$ cat src/rtl/ptw_pkg.sv
package ptw_pkg;
    localparam int NUM_LVL = 4;
    localparam int SHIFT_W = 6;
    localparam int WIDTH_W = 5;
    localparam int LVL_W   = $clog2(NUM_LVL);

    // entry bit positions (decoded by the rest of the memory system)
    localparam int B_VALID   = 0;
    localparam int B_DIRTY   = 1;
    localparam int B_HUGE    = 6;
    localparam int B_GLOBAL  = 6;
    localparam int B_HGLOBAL = 12;
    localparam int B_LVL_LO  = 13;
    localparam int B_LVL_HI  = 14;
    localparam int B_ATTR_LO = 61;

    typedef enum logic [2:0] {
        ST_IDLE  = 3'd0,
        ST_SEL   = 3'd1,
        ST_DREQ  = 3'd2,
        ST_DWAIT = 3'd3,
        ST_LSEL  = 3'd4,
        ST_LREQ  = 3'd5,
        ST_LWAIT = 3'd6
    } ptw_state_e;
endpackage

$ cat src/rtl/ptw_index.sv
module ptw_index
    import ptw_pkg::*;
#(
    parameter int PA_W = 48
) (
    input  logic [PA_W-1:0]    base,
    input  logic [63:0]        va,
    input  logic [SHIFT_W-1:0] shift,
    input  logic [WIDTH_W-1:0] width,
    output logic [PA_W-1:0]    entry_addr
);
    logic [63:0] idx;
    logic [63:0] sum;

    always_comb begin
        idx        = (va >> shift) & ((64'd1 << width) - 64'd1);
        sum        = {{(64-PA_W){1'b0}}, base} | (idx << 3);
        entry_addr = sum[PA_W-1:0];
    end
endmodule

$ cat src/rtl/ptw_leaf.sv
module ptw_leaf
    import ptw_pkg::*;
#(
    parameter int PA_W       = 48,
    parameter int PAGE_SHIFT = 12
) (
    input  logic [63:0]        entry,
    input  logic               is_huge,
    input  logic [63:0]        va,
    input  logic [SHIFT_W-1:0] last_shift,
    output logic [PA_W-1:0]    phys,
    output logic               wr,
    output logic               flt
);
    localparam logic [63:0] PA_MASK = (64'd1 << PA_W) - 64'd1;

    logic [63:0] pte;
    logic [63:0] offs;
    logic [63:0] sum;

    always_comb begin
        pte = entry;
        if (is_huge) begin
            pte[B_LVL_HI:B_LVL_LO] = '0;
            pte[B_HUGE]            = 1'b0;
            if (entry[B_HGLOBAL]) begin
                pte[B_HGLOBAL] = 1'b0;
                pte[B_GLOBAL]  = 1'b1;
            end
        end
        offs = va & PA_MASK & ((64'd1 << last_shift) - 64'd1);
        sum  = pte + offs;
        sum[63:B_ATTR_LO]    = '0;
        sum[PAGE_SHIFT-1:0]  = '0;
        flt  = ~pte[B_VALID];
        wr   = pte[B_VALID] & pte[B_DIRTY];
        phys = pte[B_VALID] ? sum[PA_W-1:0] : '0;
    end
endmodule

$ cat src/rtl/pt_walker.sv
module pt_walker
    import ptw_pkg::*;
#(
    parameter int PA_W       = 48,
    parameter int PAGE_SHIFT = 12
) (
    input  logic                              clk,
    input  logic                              rst_n,
    input  logic                              start,
    input  logic [63:0]                       start_va,
    input  logic [63:0]                       root_lo,
    input  logic [63:0]                       root_hi,
    input  logic [NUM_LVL-1:0][SHIFT_W-1:0]   cfg_dir_shift,
    input  logic [NUM_LVL-1:0][WIDTH_W-1:0]   cfg_dir_width,
    input  logic [SHIFT_W-1:0]                cfg_leaf_shift,
    input  logic [WIDTH_W-1:0]                cfg_leaf_width,
    output logic                              mem_req_valid,
    output logic [PA_W-1:0]                   mem_req_addr,
    input  logic                              mem_req_ready,
    input  logic                              mem_rsp_valid,
    input  logic [63:0]                       mem_rsp_data,
    output logic                              done,
    output logic [PA_W-1:0]                   phys_addr,
    output logic                              writable,
    output logic                              fault
);
    typedef struct packed {
        ptw_state_e       state;
        logic [LVL_W-1:0] lvl;
        logic [63:0]      va;
        logic [PA_W-1:0]  base;
        logic [PA_W-1:0]  req_addr;
        logic             done;
        logic [PA_W-1:0]  phys;
        logic             wr;
        logic             fault;
    } walk_t;

    walk_t q, d;

    logic [63:0]        root_sel;
    logic [SHIFT_W-1:0] ix_shift;
    logic [WIDTH_W-1:0] ix_width;
    logic [PA_W-1:0]    ent_addr;
    logic [63:0]        lf_entry;
    logic               lf_huge;
    logic [SHIFT_W-1:0] lf_shift;
    logic [PA_W-1:0]    lf_phys;
    logic               lf_wr;
    logic               lf_flt;

    always_comb begin
        ix_shift = (q.state == ST_LSEL) ? cfg_leaf_shift : cfg_dir_shift[q.lvl];
        ix_width = (q.state == ST_LSEL) ? cfg_leaf_width : cfg_dir_width[q.lvl];
        lf_huge  = (q.state == ST_DWAIT);
        lf_entry = lf_huge ? {{(64-PA_W){1'b0}}, mem_rsp_data[PA_W-1:0]} : mem_rsp_data;
        lf_shift = lf_huge ? cfg_dir_shift[q.lvl] : cfg_leaf_shift;
        root_sel = start_va[63] ? root_hi : root_lo;
    end

    ptw_index #(.PA_W(PA_W)) u_index (
        .base       (q.base),
        .va         (q.va),
        .shift      (ix_shift),
        .width      (ix_width),
        .entry_addr (ent_addr)
    );

    ptw_leaf #(.PA_W(PA_W), .PAGE_SHIFT(PAGE_SHIFT)) u_leaf (
        .entry      (lf_entry),
        .is_huge    (lf_huge),
        .va         (q.va),
        .last_shift (lf_shift),
        .phys       (lf_phys),
        .wr         (lf_wr),
        .flt        (lf_flt)
    );

    always_comb begin
        d      = q;
        d.done = 1'b0;
        case (q.state)
            ST_IDLE: begin
                if (start) begin
                    d.va    = start_va;
                    d.base  = root_sel[PA_W-1:0];
                    d.lvl   = LVL_W'(NUM_LVL - 1);
                    d.state = ST_SEL;
                end
            end
            ST_SEL: begin
                if (cfg_dir_width[q.lvl] == '0) begin
                    if (q.lvl == '0) d.state = ST_LSEL;
                    else             d.lvl   = q.lvl - 1'b1;
                end else begin
                    d.req_addr = ent_addr;
                    d.state    = ST_DREQ;
                end
            end
            ST_DREQ: begin
                if (mem_req_ready) d.state = ST_DWAIT;
            end
            ST_DWAIT: begin
                if (mem_rsp_valid) begin
                    d.base = mem_rsp_data[PA_W-1:0];
                    if (mem_rsp_data[B_HUGE]) begin
                        d.done  = 1'b1;
                        d.phys  = lf_phys;
                        d.wr    = lf_wr;
                        d.fault = lf_flt;
                        d.state = ST_IDLE;
                    end else if (q.lvl == '0) begin
                        d.state = ST_LSEL;
                    end else begin
                        d.lvl   = q.lvl - 1'b1;
                        d.state = ST_SEL;
                    end
                end
            end
            ST_LSEL: begin
                d.req_addr = ent_addr;
                d.state    = ST_LREQ;
            end
            ST_LREQ: begin
                if (mem_req_ready) d.state = ST_LWAIT;
            end
            ST_LWAIT: begin
                if (mem_rsp_valid) begin
                    d.done  = 1'b1;
                    d.phys  = lf_phys;
                    d.wr    = lf_wr;
                    d.fault = lf_flt;
                    d.state = ST_IDLE;
                end
            end
            default: d.state = ST_IDLE;
        endcase
    end

    always_ff @(posedge clk) begin
        if (!rst_n) q <= '0;
        else        q <= d;
    end

    assign mem_req_valid = (q.state == ST_DREQ) || (q.state == ST_LREQ);
    assign mem_req_addr  = q.req_addr;
    assign done          = q.done;
    assign phys_addr     = q.phys;
    assign writable      = q.wr;
    assign fault         = q.fault;

    // request held stable until accepted
    p_req_hold_r10: assert property (@(posedge clk) disable iff (!rst_n)
        mem_req_valid && !mem_req_ready |=> mem_req_valid && $stable(mem_req_addr));

    // no new request while a response is due
    p_single_outstanding_r10: assert property (@(posedge clk) disable iff (!rst_n)
        mem_rsp_valid |-> !mem_req_valid);

    // done lasts one cycle
    p_done_pulse_r12: assert property (@(posedge clk) disable iff (!rst_n)
        done |=> !done);

    // faulting walk reports no address and no write permission
    p_fault_clean_r7: assert property (@(posedge clk) disable iff (!rst_n)
        done && fault |-> (phys_addr == '0) && !writable);

    // start during a walk leaves the captured address alone
    p_busy_ignore_r11: assert property (@(posedge clk) disable iff (!rst_n)
        (q.state != ST_IDLE) && start |=> $stable(q.va));

    // a skipped upper level raises no request
    p_skip_r3: assert property (@(posedge clk) disable iff (!rst_n)
        (q.state == ST_SEL) && (cfg_dir_width[q.lvl] == '0) && (q.lvl != '0) |=> !mem_req_valid);
endmodule

$ cat config.mk
export PLATFORM = sky130hd
export DESIGN_NAME = pt_walker
export DESIGN_NICKNAME = d
export VERILOG_FILES = /design/src/rtl/ptw_pkg.sv /design/src/rtl/ptw_index.sv /design/src/rtl/ptw_leaf.sv /design/src/rtl/pt_walker.sv
export SDC_FILE = /design/constraint.sdc
export NUM_CORES = 1
export LEC_CHECK = 0
export ABC_AREA = 1
export CORE_ASPECT_RATIO = 0.5
export CORE_MARGIN = 2
export CORE_UTILIZATION = 45
export CTS_CLUSTER_SIZE = 8
export DETAILED_ROUTE_END_ITERATION = 12
export PLACE_DENSITY = 0.78
export SLEW_MARGIN = 20
export SYNTH_ARGS = -nofsm -noshare
export SYNTH_HDL_FRONTEND = slang
export SYNTH_SLANG_ARGS = --single-unit
$ cat constraint.sdc
create_clock -name clk -period 11.15 [get_ports clk]
set_clock_uncertainty 0.2 [all_clocks]
set_input_delay 1.115 -clock clk [delete_from_list [all_inputs] [get_ports clk]]
set_output_delay 1.115 -clock clk [all_outputs]
set_load 0.02 [all_outputs]
## Yosys cells after proc, flatten, opt, wreduce, memory -nomap -nowiden

Index checks and enable logic that the tools add are counted.

| word-level totals | value |
|---|---|
| register bits | 216 |
| latch bits | 0 |
| RAM bits | 0 |
| ROM bits | 0 |
| input port bits | 316 |
| output and inout port bits | 100 |
| word-level logic and storage cells | 86 |
| memories | 0 |

| operators by class | value |
|---|---|
| add/sub/neg operators | 4 |
| multiply operators | 0 |
| divide/modulo/power cells | 0 |
| magnitude comparators | 1 |
| eq/ne operators | 16 |
| shifts and indexed selects | 3 |
| muxes and demuxes | 34 |
| bitwise operators | 5 |
| reduce and logical (&&, ||, !) cells | 14 |

Operators with widths:

| cell | number |
|---|---|
| 48-bit 2-to-1 mux | 4 |
| 48-bit one-hot mux with 2 select lines | 2 |
| 51-bit 2-to-1 mux | 3 |
| 117-bit 2-to-1 mux | 1 |
| 51-bit one-hot mux with 2 select lines | 1 |
| 64-bit by 6-bit right shift with 45-bit output | 1 |
| 48-bit adder | 1 |
| 48-bit AND | 1 |
| 48-bit bitwise OR | 1 |
| 1-bit by 6-bit << shifter with 48-bit output, first input constant | 1 |
| 48-bit by 1-bit subtractor with 48-bit output, second input constant | 1 |
| 45-bit AND | 1 |
| 1-bit by 5-bit << shifter with 45-bit output, first input constant | 1 |
| 45-bit by 1-bit subtractor with 45-bit output, second input constant | 1 |
| 3-bit 2-to-1 mux | 8 |
| 3-bit one-hot mux with 7 select lines | 1 |
| 6-bit 2-to-1 mux | 3 |
| 2-bit != test, second input constant | 9 |
| 5-bit 2-to-1 mux | 3 |
| 6-bit binary-select mux with 2-bit select | 1 |
| 5-bit binary-select mux with 2-bit select | 1 |
| 3-bit == test, second input constant | 3 |
| 3-bit by 2-bit == test with 1-bit output, second input constant | 2 |
| 2-bit 2-to-1 mux | 3 |
| 19 further kinds | 23 |

## Longest topological paths before layout

Gate-level depths: netlist (run 1).

| depth | value |
|---|---|
| depth after elaboration | 11 |
| mapped depth | 36 |
| depth with buffers taken out | 35 |

## Hierarchy

A second synthesis (run 1) with hierarchy kept.

| unflattened totals | value |
|---|---|
| cells, all modules | 3,553 |
| area, all modules | 20,334.5 um^2 |

By module, submodules not included:

| module | times used | cells each | area an instance (um^2) | sequential area each (um^2) |
|---|---|---|---|---|
| pt_walker | 1 | 1,401 | 10,112.2 | 4,324.1 |
| ptw_leaf | 1 | 1,049 | 5,215.0 | 0.0 |
| ptw_index | 1 | 1,103 | 5,007.3 | 0.0 |

## Worst setup path after synthesis (run 1)

No wires, ideal clock.

| path | value |
|---|---|
| path type | input -> register |
| from | input port cfg_dir_shift[10] in the netlist's numbering |
| to | register q, in the netlist phys_addr[35] |
| setup time | 70 ps |
| data arrival time | 4,697 ps |
| required time | 10,880 ps |
| path slack | 6,183 ps |
| stages on the path | 29 |
| buffers on the path | 2 |
| cells stage by stage | nand2_1 nand3_1 nand2_1 o21a_1 buf_6 clkinv_4 buf_8 nor2_1 nand2_1 ha_1 nand3_2 nor2_4 nand3_2 or2_2 nor2_1 xor2_1 nor2_1 ha_1 a21oi_1 inv_1 a21oi_1 inv_1 a21oi_1 a21boi_0 o221a_2 o31ai_1 a21boi_0 o21ai_0 a21oi_1 |

| between the ends | value |
|---|---|
| cells in the longest elaborated chain, start to end | 11 |
| elaborated cells on any way between the ends | 12 |
| those cells by class | add/sub (2); shift (1); mux (8); bitwise (1) |

RTL lines:

| element | line | source |
|---|---|---|
| start, declared | pt_walker.sv:13 | `input logic [NUM_LVL-1:0][SHIFT_W-1:0] cfg_dir_shift,` |
| 6-bit binary-select mux with 2-bit select * | pt_walker.sv:57 | `lf_shift = lf_huge ? cfg_dir_shift[q.lvl] : cfg_leaf_shift;` |
| 6-bit 2-to-1 mux (implied by the code) * | pt_walker.sv:57 |  |
| 6-bit 2-to-1 mux * | pt_walker.sv:57 |  |
| 1-bit by 6-bit << shifter with 48-bit output * | ptw_leaf.sv:31 | `offs = va & PA_MASK & ((64'd1 << last_shift) - 64'd1);` |
| 48-bit by 1-bit subtractor with 48-bit output * | ptw_leaf.sv:31 |  |
| 48-bit AND * | ptw_leaf.sv:31 |  |
| 48-bit adder * | ptw_leaf.sv:32 | `sum = pte + offs;` |
| 48-bit 2-to-1 mux * | ptw_leaf.sv:37 | `phys = pte[B_VALID] ? sum[PA_W-1:0] : '0;` |
| 51-bit 2-to-1 mux | pt_walker.sv:106 | `if (mem_rsp_data[B_HUGE]) begin` |
| 51-bit 2-to-1 mux | pt_walker.sv:104 | `if (mem_rsp_valid) begin` |
| 51-bit one-hot mux with 2 select lines * | pt_walker.sv:82 | `case (q.state)` |
| end signal, assigned | pt_walker.sv:141 | `if (!rst_n) q <= '0;` |
| end signal, assigned | pt_walker.sv:142 | `else q <= d;` |
| end, declared | pt_walker.sv:39 | `walk_t q, d;` |

Mark *: on every way between the ends. The rest lies on a longest branch, timed or not. The select of a mux whose other input is x is not followed.
A chain may end at the register's enable or synchronous reset.

## Worst setup path in the final report (run 1)

| path | value |
|---|---|
| from | register q[211] in the netlist's numbering |
| to | register q, in the netlist phys_addr[39] |

| between the ends | value |
|---|---|
| cells in the longest elaborated chain, start to end | 11 |
| elaborated cells on any way between the ends | 12 |
| those cells by class | add/sub (2); shift (1); mux (8); bitwise (1) |

RTL lines:

| element | line |
|---|---|
| 6-bit binary-select mux with 2-bit select * | pt_walker.sv:57 |
| 6-bit 2-to-1 mux (implied by the code) * | pt_walker.sv:57 |
| 6-bit 2-to-1 mux * | pt_walker.sv:57 |
| 1-bit by 6-bit << shifter with 48-bit output * | ptw_leaf.sv:31 |
| 48-bit by 1-bit subtractor with 48-bit output * | ptw_leaf.sv:31 |
| 48-bit AND * | ptw_leaf.sv:31 |
| 48-bit adder * | ptw_leaf.sv:32 |
| 48-bit 2-to-1 mux * | ptw_leaf.sv:37 |
| 51-bit 2-to-1 mux | pt_walker.sv:106 |
| 51-bit 2-to-1 mux | pt_walker.sv:104 |
| 51-bit one-hot mux with 2 select lines * | pt_walker.sv:82 |

Marks and branches as above.

==> impl_metrics.csv, run 1 <==
group,metric,value,unit
critical_path,worstSetupEndpointType,"flop",
placed_design,io_buffers,355,
timing,report.final.setup_viol,0,
timing,rsz0062_at_grt,"no",
synth,syn_avg_cell_area,5.93,µm²
drt,drc,0,
floorplanning,die_area,0.0428,mm²
timing,slew_viol_final,0,
placed_design,place_hpwl,65.2,mm
critical_path,crit_path_start_kind,"flop",
cells_and_area,final_nets,3643,
cells_and_area,fin_cells,3819,
floorplanning,core_area,0.0405,mm²
floorplanning,ios,416,
power_and_ir_drop,power.density,314,mW/mm²
floorplanning,initial_utilization,0.456,
cells_and_area,final_cell_mix,"793 x nand2_1, 448 x o21ai_0, 353 x clkdlybuf4s50_1, 279 x a21oi_1",
critical_path,r2r_slack,4600,ps
synth,ys_seq_area_frac,0.221,
drt,via_per_inst,5.73,
floorplanning,core.rowCount,52,
cells_and_area,area_growth,20.6,%
drt,drt_pass1_iterations,6,
power_and_ir_drop,vdd_drop_max,0.177,mV
run_status,status,"completed",
synth,yosysWarnings,0,
synth,synthCells,3114,
timing,setup_slack,4600,ps
synth,ys_ff_latch,204,
clock_network,clockBufferDepth,3,
floorplanning,die_x,291,µm
critical_path,crit_required,11410,ps
worst_hold_path,hold_path.class,"reg2reg",
drt,num_vias,21900,
synth,synth_top_family_by_area,"simple AND/OR/NAND/NOR gates",
timing,slew_headroom,0.356,
synth,syn-cell-area,0.0185,mm²
grt,grt_use_total,0.365,
critical_path,cp_data_arrival_time,6810,ps
clock_network,clkLatencyLatePin,590,ps
drt,wl_per_cell,21.2,µm
grt,grt_max_degree,94,
placed_design,gp_congestion,1.02,
clock_network,root_buffer,"clkbuf_16",
grt,antenna_found_initial,4,
placed_design,dp.cells,3787,
worst_hold_path,whs_path_depth,2,
clock_network,ctsHoldBuffers,0,
clock_network,clkTransAtPathRegs,60,ps
critical_path,crit_top_cell,"nand2_1",
power_and_ir_drop,leakage,0.00958,µW
critical_path,r2r_cells,31,
drt,drt_iter0_drc,2445,
synth,synth_mux_area_frac,0.0298,
clock_network,post_cts_buffers,0,
critical_path,crit_type,"reg2reg",
grt,grt_pass1_vias,19700,
cells_and_area,drive_above_1_share,0.0500,
drt,ant_nets,0,
synth,synth_compound_area_frac,0.266,
grt,grt-ovfl-total,0,
critical_path,cpPeakStageDelay,920,ps
synth,synthXorXnorAreaFrac,0.00759,
cells_and_area,antenna_cells,0,
drt,routed_wl,81.1,mm
clock_network,cts_tree,"done",
synth,synth_fa_ha_area_frac,0.0332,
timing,period_minus_slack,6550,ps
critical_path,slowest_stage,"dfxtp_1",
clock_network,cts_num_sinks,204,
timing,worstMarginPinSlew,956,ps
cells_and_area,mostFrequentLayoutCell,"nand2_1",
timing,max_freq,0.153,GHz
placed_design,place_ws,4630,ps
clock_network,cts_max_level,1,
synth,ys_types,60,
critical_path,critPathMaxFanout,24,
clock_network,numCtsBuffers,29,
timing,hold_viol,0,
flow_run,max-cap-violations,0,
timing,finalCritPeriodShare,0.588,
floorplanning,fp.dieH,147,µm
clock_network,cts_resized,0,
synth,synthSimpleGateAreaFrac,0.305,
timing,tns,0,ps
grt,grt_first_pass_wirelength,119,mm
-- final timing paths --
| path | startpoint | end |
|---|---|---|
| max reg2reg | q[211]$_SDFFE_PN0P_ | phys_addr[39]$_SDFFE_PN0P_ |
| min | q[124]$_SDFFE_PN0P_ | q[124]$_SDFFE_PN0P_ |
| min reg2reg | q[124]$_SDFFE_PN0P_ | q[124]$_SDFFE_PN0P_ |
| max | q[211]$_SDFFE_PN0P_ | phys_addr[39]$_SDFFE_PN0P_ |
-- per-stage QoR --
stage / util / hold WS (ps) / power (µW) / cell area [µm²]
after detailed placement: 0.531 / 237 / 5980 / 21500
after global routing: 0.550 / 262 / 7530 / 22300
after CTS: 0.550 / 246 / 6820 / 22300
after floorplan: - / 224 / 4560 / 18500
after global placement: 0.531 / 233 / 5950 / 21500
final: 0.550 / 246 / 7000 / 22300
-- final cells by class --
type,count,area [µm²]
fillers,4141,18200
well taps,540,676
clock buffers,31,753
clock inverters,1,20.0
inverters,288,1090
multi-input cells,2378,11900
flip-flops and latches,204,4080
repair buffers,377,3710
-- worst max-delay path: cells and delay by family (launching register included) --
| family | cells | cell delay [ps] |
|---|---|---|
| AO/OA/AOI/OAI | 7 | 1370 |
| adder cells (fa/ha/maj) | 1 | 430 |
| buffers and inverters | 5 | 970 |
| flip-flops | 1 | 920 |
| AND/OR/NAND/NOR | 18 | 2500 |
-- sequential cells by signal (all words and copies together), names as in the netlist --
signal        cells
q               117
mem_req_addr     48
phys_addr        36
done              1
fault             1
writable          1
-- report_power, final --
group | leakage [µW] | switching (µW) | internal [µW]
logic | 0.00752 | 3620 | 1480
clock network | 0.000382 | 351 | 469
registers | 0.00168 | 149 | 935
total | 0.00958 | 4120 | 2880
-- layer usage --
metal / vias to the layer above / global-route usage / share of wire
li1: 10600 / - / -
met1: 10100 / 0.523 / 0.45
met2: 1058 / 0.560 / 0.42
met3: 131 / 0.0655 / 0.098
met4: 6 / 0.102 / 0.029
met5: - / 0 / 0.00049
-- cells by family after synthesis --
family	after synthesis
xor+xnor	16
simple gates	1332
fa+ha+maj	49
flops	204
buf+inv	543
other cells	1
compound gates	914
mux	55
-- synthesized netlist by cell type (all sizes together) --
master	count	share of area
conb	1	0.00020
nand3b	5	0.0020
o21a	17	0.0069
nor2	278	0.061
clkinv	3	0.00088
nand3	147	0.043
ha	49	0.033
o41ai	1	0.00047
o22ai	7	0.0024
and3	1	0.00034
clkbuf	113	0.023
nand4	20	0.0071
a221oi	1	0.00047
o221ai	9	0.0043
o311ai	2	0.00095
o31ai	4	0.0016
xnor2	8	0.0038
a21boi	14	0.0057
o2111ai	3	0.0014
a31oi	26	0.0088
buf	142	0.055
and2	2	0.00068
xor2	8	0.0038
or2	23	0.0078
o211ai	24	0.0098
a21o	1	0.00041
o21bai	6	0.0024
a21oi	279	0.076
a211oi	6	0.0024
inv	285	0.058
nor3b	1	0.00041
nor3	33	0.011
nor4	12	0.0047
mux2i	55	0.030
nand2	810	0.17
a311oi	1	0.00047
dfxtp	204	0.22
o21ai	512	0.14
o221a	1	0.00061
Note: power is estimated with default switching activity, not from simulation.
==> run 2: changes to the inputs <==
==> constraint.sdc (replaced) <==
create_clock -name clk -period 6.7 [get_ports clk]
set_clock_uncertainty 0.2 [all_clocks]
set_input_delay 0.67 -clock clk [delete_from_list [all_inputs] [get_ports clk]]
set_output_delay 0.67 -clock clk [all_outputs]
set_load 0.02 [all_outputs]
==> run 2 against run 1 <==
  * Sequential share of layout area fell by 0.050 points
  * Cell area rose by 0.28%
  * Maximum frequency rose by 7.0%
  * Critical path depth fell by 4
  * Global-route usage fell by 0.16 points
==> impl_metrics.csv, run 2 (synthesis results as in run 1) <==
group,metric,value,unit
clock_network,post_cts_buffers,0,
drt,ant_nets,0,
clock_network,cts_resized,0,
drt,routed_wl,80.9,mm
run_status,status,"completed",
drt,via_per_inst,5.71,
critical_path,cp_data_arrival_time,6440,ps
clock_network,clockBufferDepth,3,
timing,worstMarginPinSlew,1030,ps
timing,whs,245,ps
cells_and_area,drive_above_1_share,0.0511,
critical_path,r2r_start,"q[213]$_SDFFE_PN0P_",
floorplanning,core.rowCount,52,
critical_path,crit_required,7020,ps
timing,slew_viol_final,0,
clock_network,cts_num_sinks,204,
grt,grt-ovfl-total,0,
cells_and_area,final_cell_mix,"793 x nand2_1, 448 x o21ai_0, 353 x clkdlybuf4s50_1, 279 x a21oi_1",
grt,grt_use_total,0.363,
timing,period_minus_slack,6120,ps
cells_and_area,fillers,4199,
clock_network,ctsHoldBuffers,0,
power_and_ir_drop,power.density,522,mW/mm²
timing,hold_viol,0,
critical_path,r2r_slack,580,ps
clock_network,clkLatencyLatePin,590,ps
timing,finalCritPeriodShare,0.914,
cells_and_area,largest_register_ffs,117,
worst_hold_path,min_to,"q[126]$_SDFFE_PN0P_",
floorplanning,die_area,0.0428,mm²
critical_path,cpPeakStageDelay,510,ps
critical_path,crit_path_start_kind,"flop",
timing,tns,0,ps
cells_and_area,mostFrequentLayoutCell,"nand2_1",
timing,max_freq,0.163,GHz
critical_path,worstSetupEndpointType,"flop",
floorplanning,fp.dieH,147,µm
cells_and_area,largest_register,"q",
floorplanning,initial_utilization,0.456,
flow_run,max-cap-violations,0,
clock_network,cts_max_level,1,
drt,drt_iter0_drc,2761,
power_and_ir_drop,leakage,0.00961,µW
critical_path,r2r_cells,27,
worst_hold_path,min_from,"q[126]$_SDFFE_PN0P_",
placed_design,place_hpwl,65.5,mm
drt,wl_per_cell,21.2,µm
clock_network,clkTransAtPathRegs,60,ps
drt,num_vias,21800,
placed_design,gp_congestion,1.01,
worst_hold_path,hold_path.class,"reg2reg",
drt,drt_pass1_iterations,7,
critical_path,critPathMaxFanout,18,
clock_network,root_buffer,"clkbuf_16",
worst_hold_path,whs_path_depth,2,
floorplanning,die_x,291,µm
drt,drc,0,
critical_path,slowest_stage,"nor2_4",
timing,slew_headroom,0.309,
critical_path,path_delay_family,"compound AO/OA/AOI/OAI gates",
critical_path,crit_buf_inv,3,
grt,antenna_found_initial,3,
critical_path,crit_type,"reg2reg",
placed_design,place_ws,774,ps
floorplanning,core_area,0.0405,mm²
grt,grt_first_pass_wirelength,119,mm
timing,setup_slack,578,ps
floorplanning,ios,416,
clock_network,numCtsBuffers,29,
grt,grt_pass1_vias,19600,
critical_path,r2r_end,"phys_addr[43]$_SDFFE_PN0P_",
power_and_ir_drop,vdd_drop_max,0.330,mV
grt,grt_max_degree,106,
cells_and_area,area_growth,20.9,%
cells_and_area,final_nets,3648,
timing,rsz0062_at_grt,"no",
clock_network,cts_tree,"done",
placed_design,io_buffers,355,
timing,report.final.setup_viol,0,
run 2: changes by cell type in the layout (fill, tap and decap cells not counted):
cell and delta:
buf_4 +3, buf_12 +2, clkbuf_1 +2, diode_2 +2, clkbuf_8 -1
run 2: how the worst max path moves through the flow:
stage	slack (ps)	startpoint	end	cells after the start
floorplan	2180	cfg_dir_shift[10]	phys_addr[35]$_SDFFE_PN0P_	29
global placement	750	cfg_dir_shift[9]	phys_addr[37]$_SDFFE_PN0P_	25
detailed placement	770	cfg_dir_shift[9]	phys_addr[39]$_SDFFE_PN0P_	28
CTS	810	q[213]$_SDFFE_PN0P_	phys_addr[43]$_SDFFE_PN0P_	28
global route	250	q[213]$_SDFFE_PN0P_	phys_addr[33]$_SDFFE_PN0P_	27
finish	580	q[213]$_SDFFE_PN0P_	phys_addr[43]$_SDFFE_PN0P_	27
run 2: routing by layer:
metal,up-vias,part of all wire,track usage
li1,10600,-,-
met1,10100,0.44,0.508
met2,1070,0.42,0.559
met3,126,0.11,0.0844
met4,2,0.029,0.0987
met5,-,0.00012,0
run 2: report_power, final:
group,leakage (µW),internal (µW),switching [µW]
logic,0.00756,2500,6050
registers,0.00168,1560,219
clock network,0.000377,773,574
total,0.00961,4830,6840
run 2: metrics by stage:
stage / instance area [µm²] / power (µW) / cells / util
after floorplan: 18500 / 7580 / 3125 / -
after global placement: 21600 / 9940 / 3792 / 0.533
after detailed placement: 21600 / 10000 / 3792 / 0.533
after CTS: 22300 / 11400 / 3825 / 0.552
after global routing: 22300 / 12500 / 3825 / 0.552
final: 22300 / 11700 / 3827 / 0.552
run 2: tightest hold or removal path, cell delays in order, from the launching register on:
cell and delay, ps:
dfxtp_1 300, inv_1 50, a21oi_1 50
run 2: area by class of cell:
class / count / area [µm²] / area share
flip-flops and latches: 204 / 4080 / 0.183
diodes: 2 / 5.00 / 0.000224
repair buffers: 382 / 3770 / 0.169
multi-input cells: 2378 / 11900 / 0.535
well taps: 540 / 676 / 0.0303
clock inverters: 1 / 20.0 / 0.000896
inverters: 288 / 1090 / 0.0486
clock buffers: 32 / 747 / 0.0334
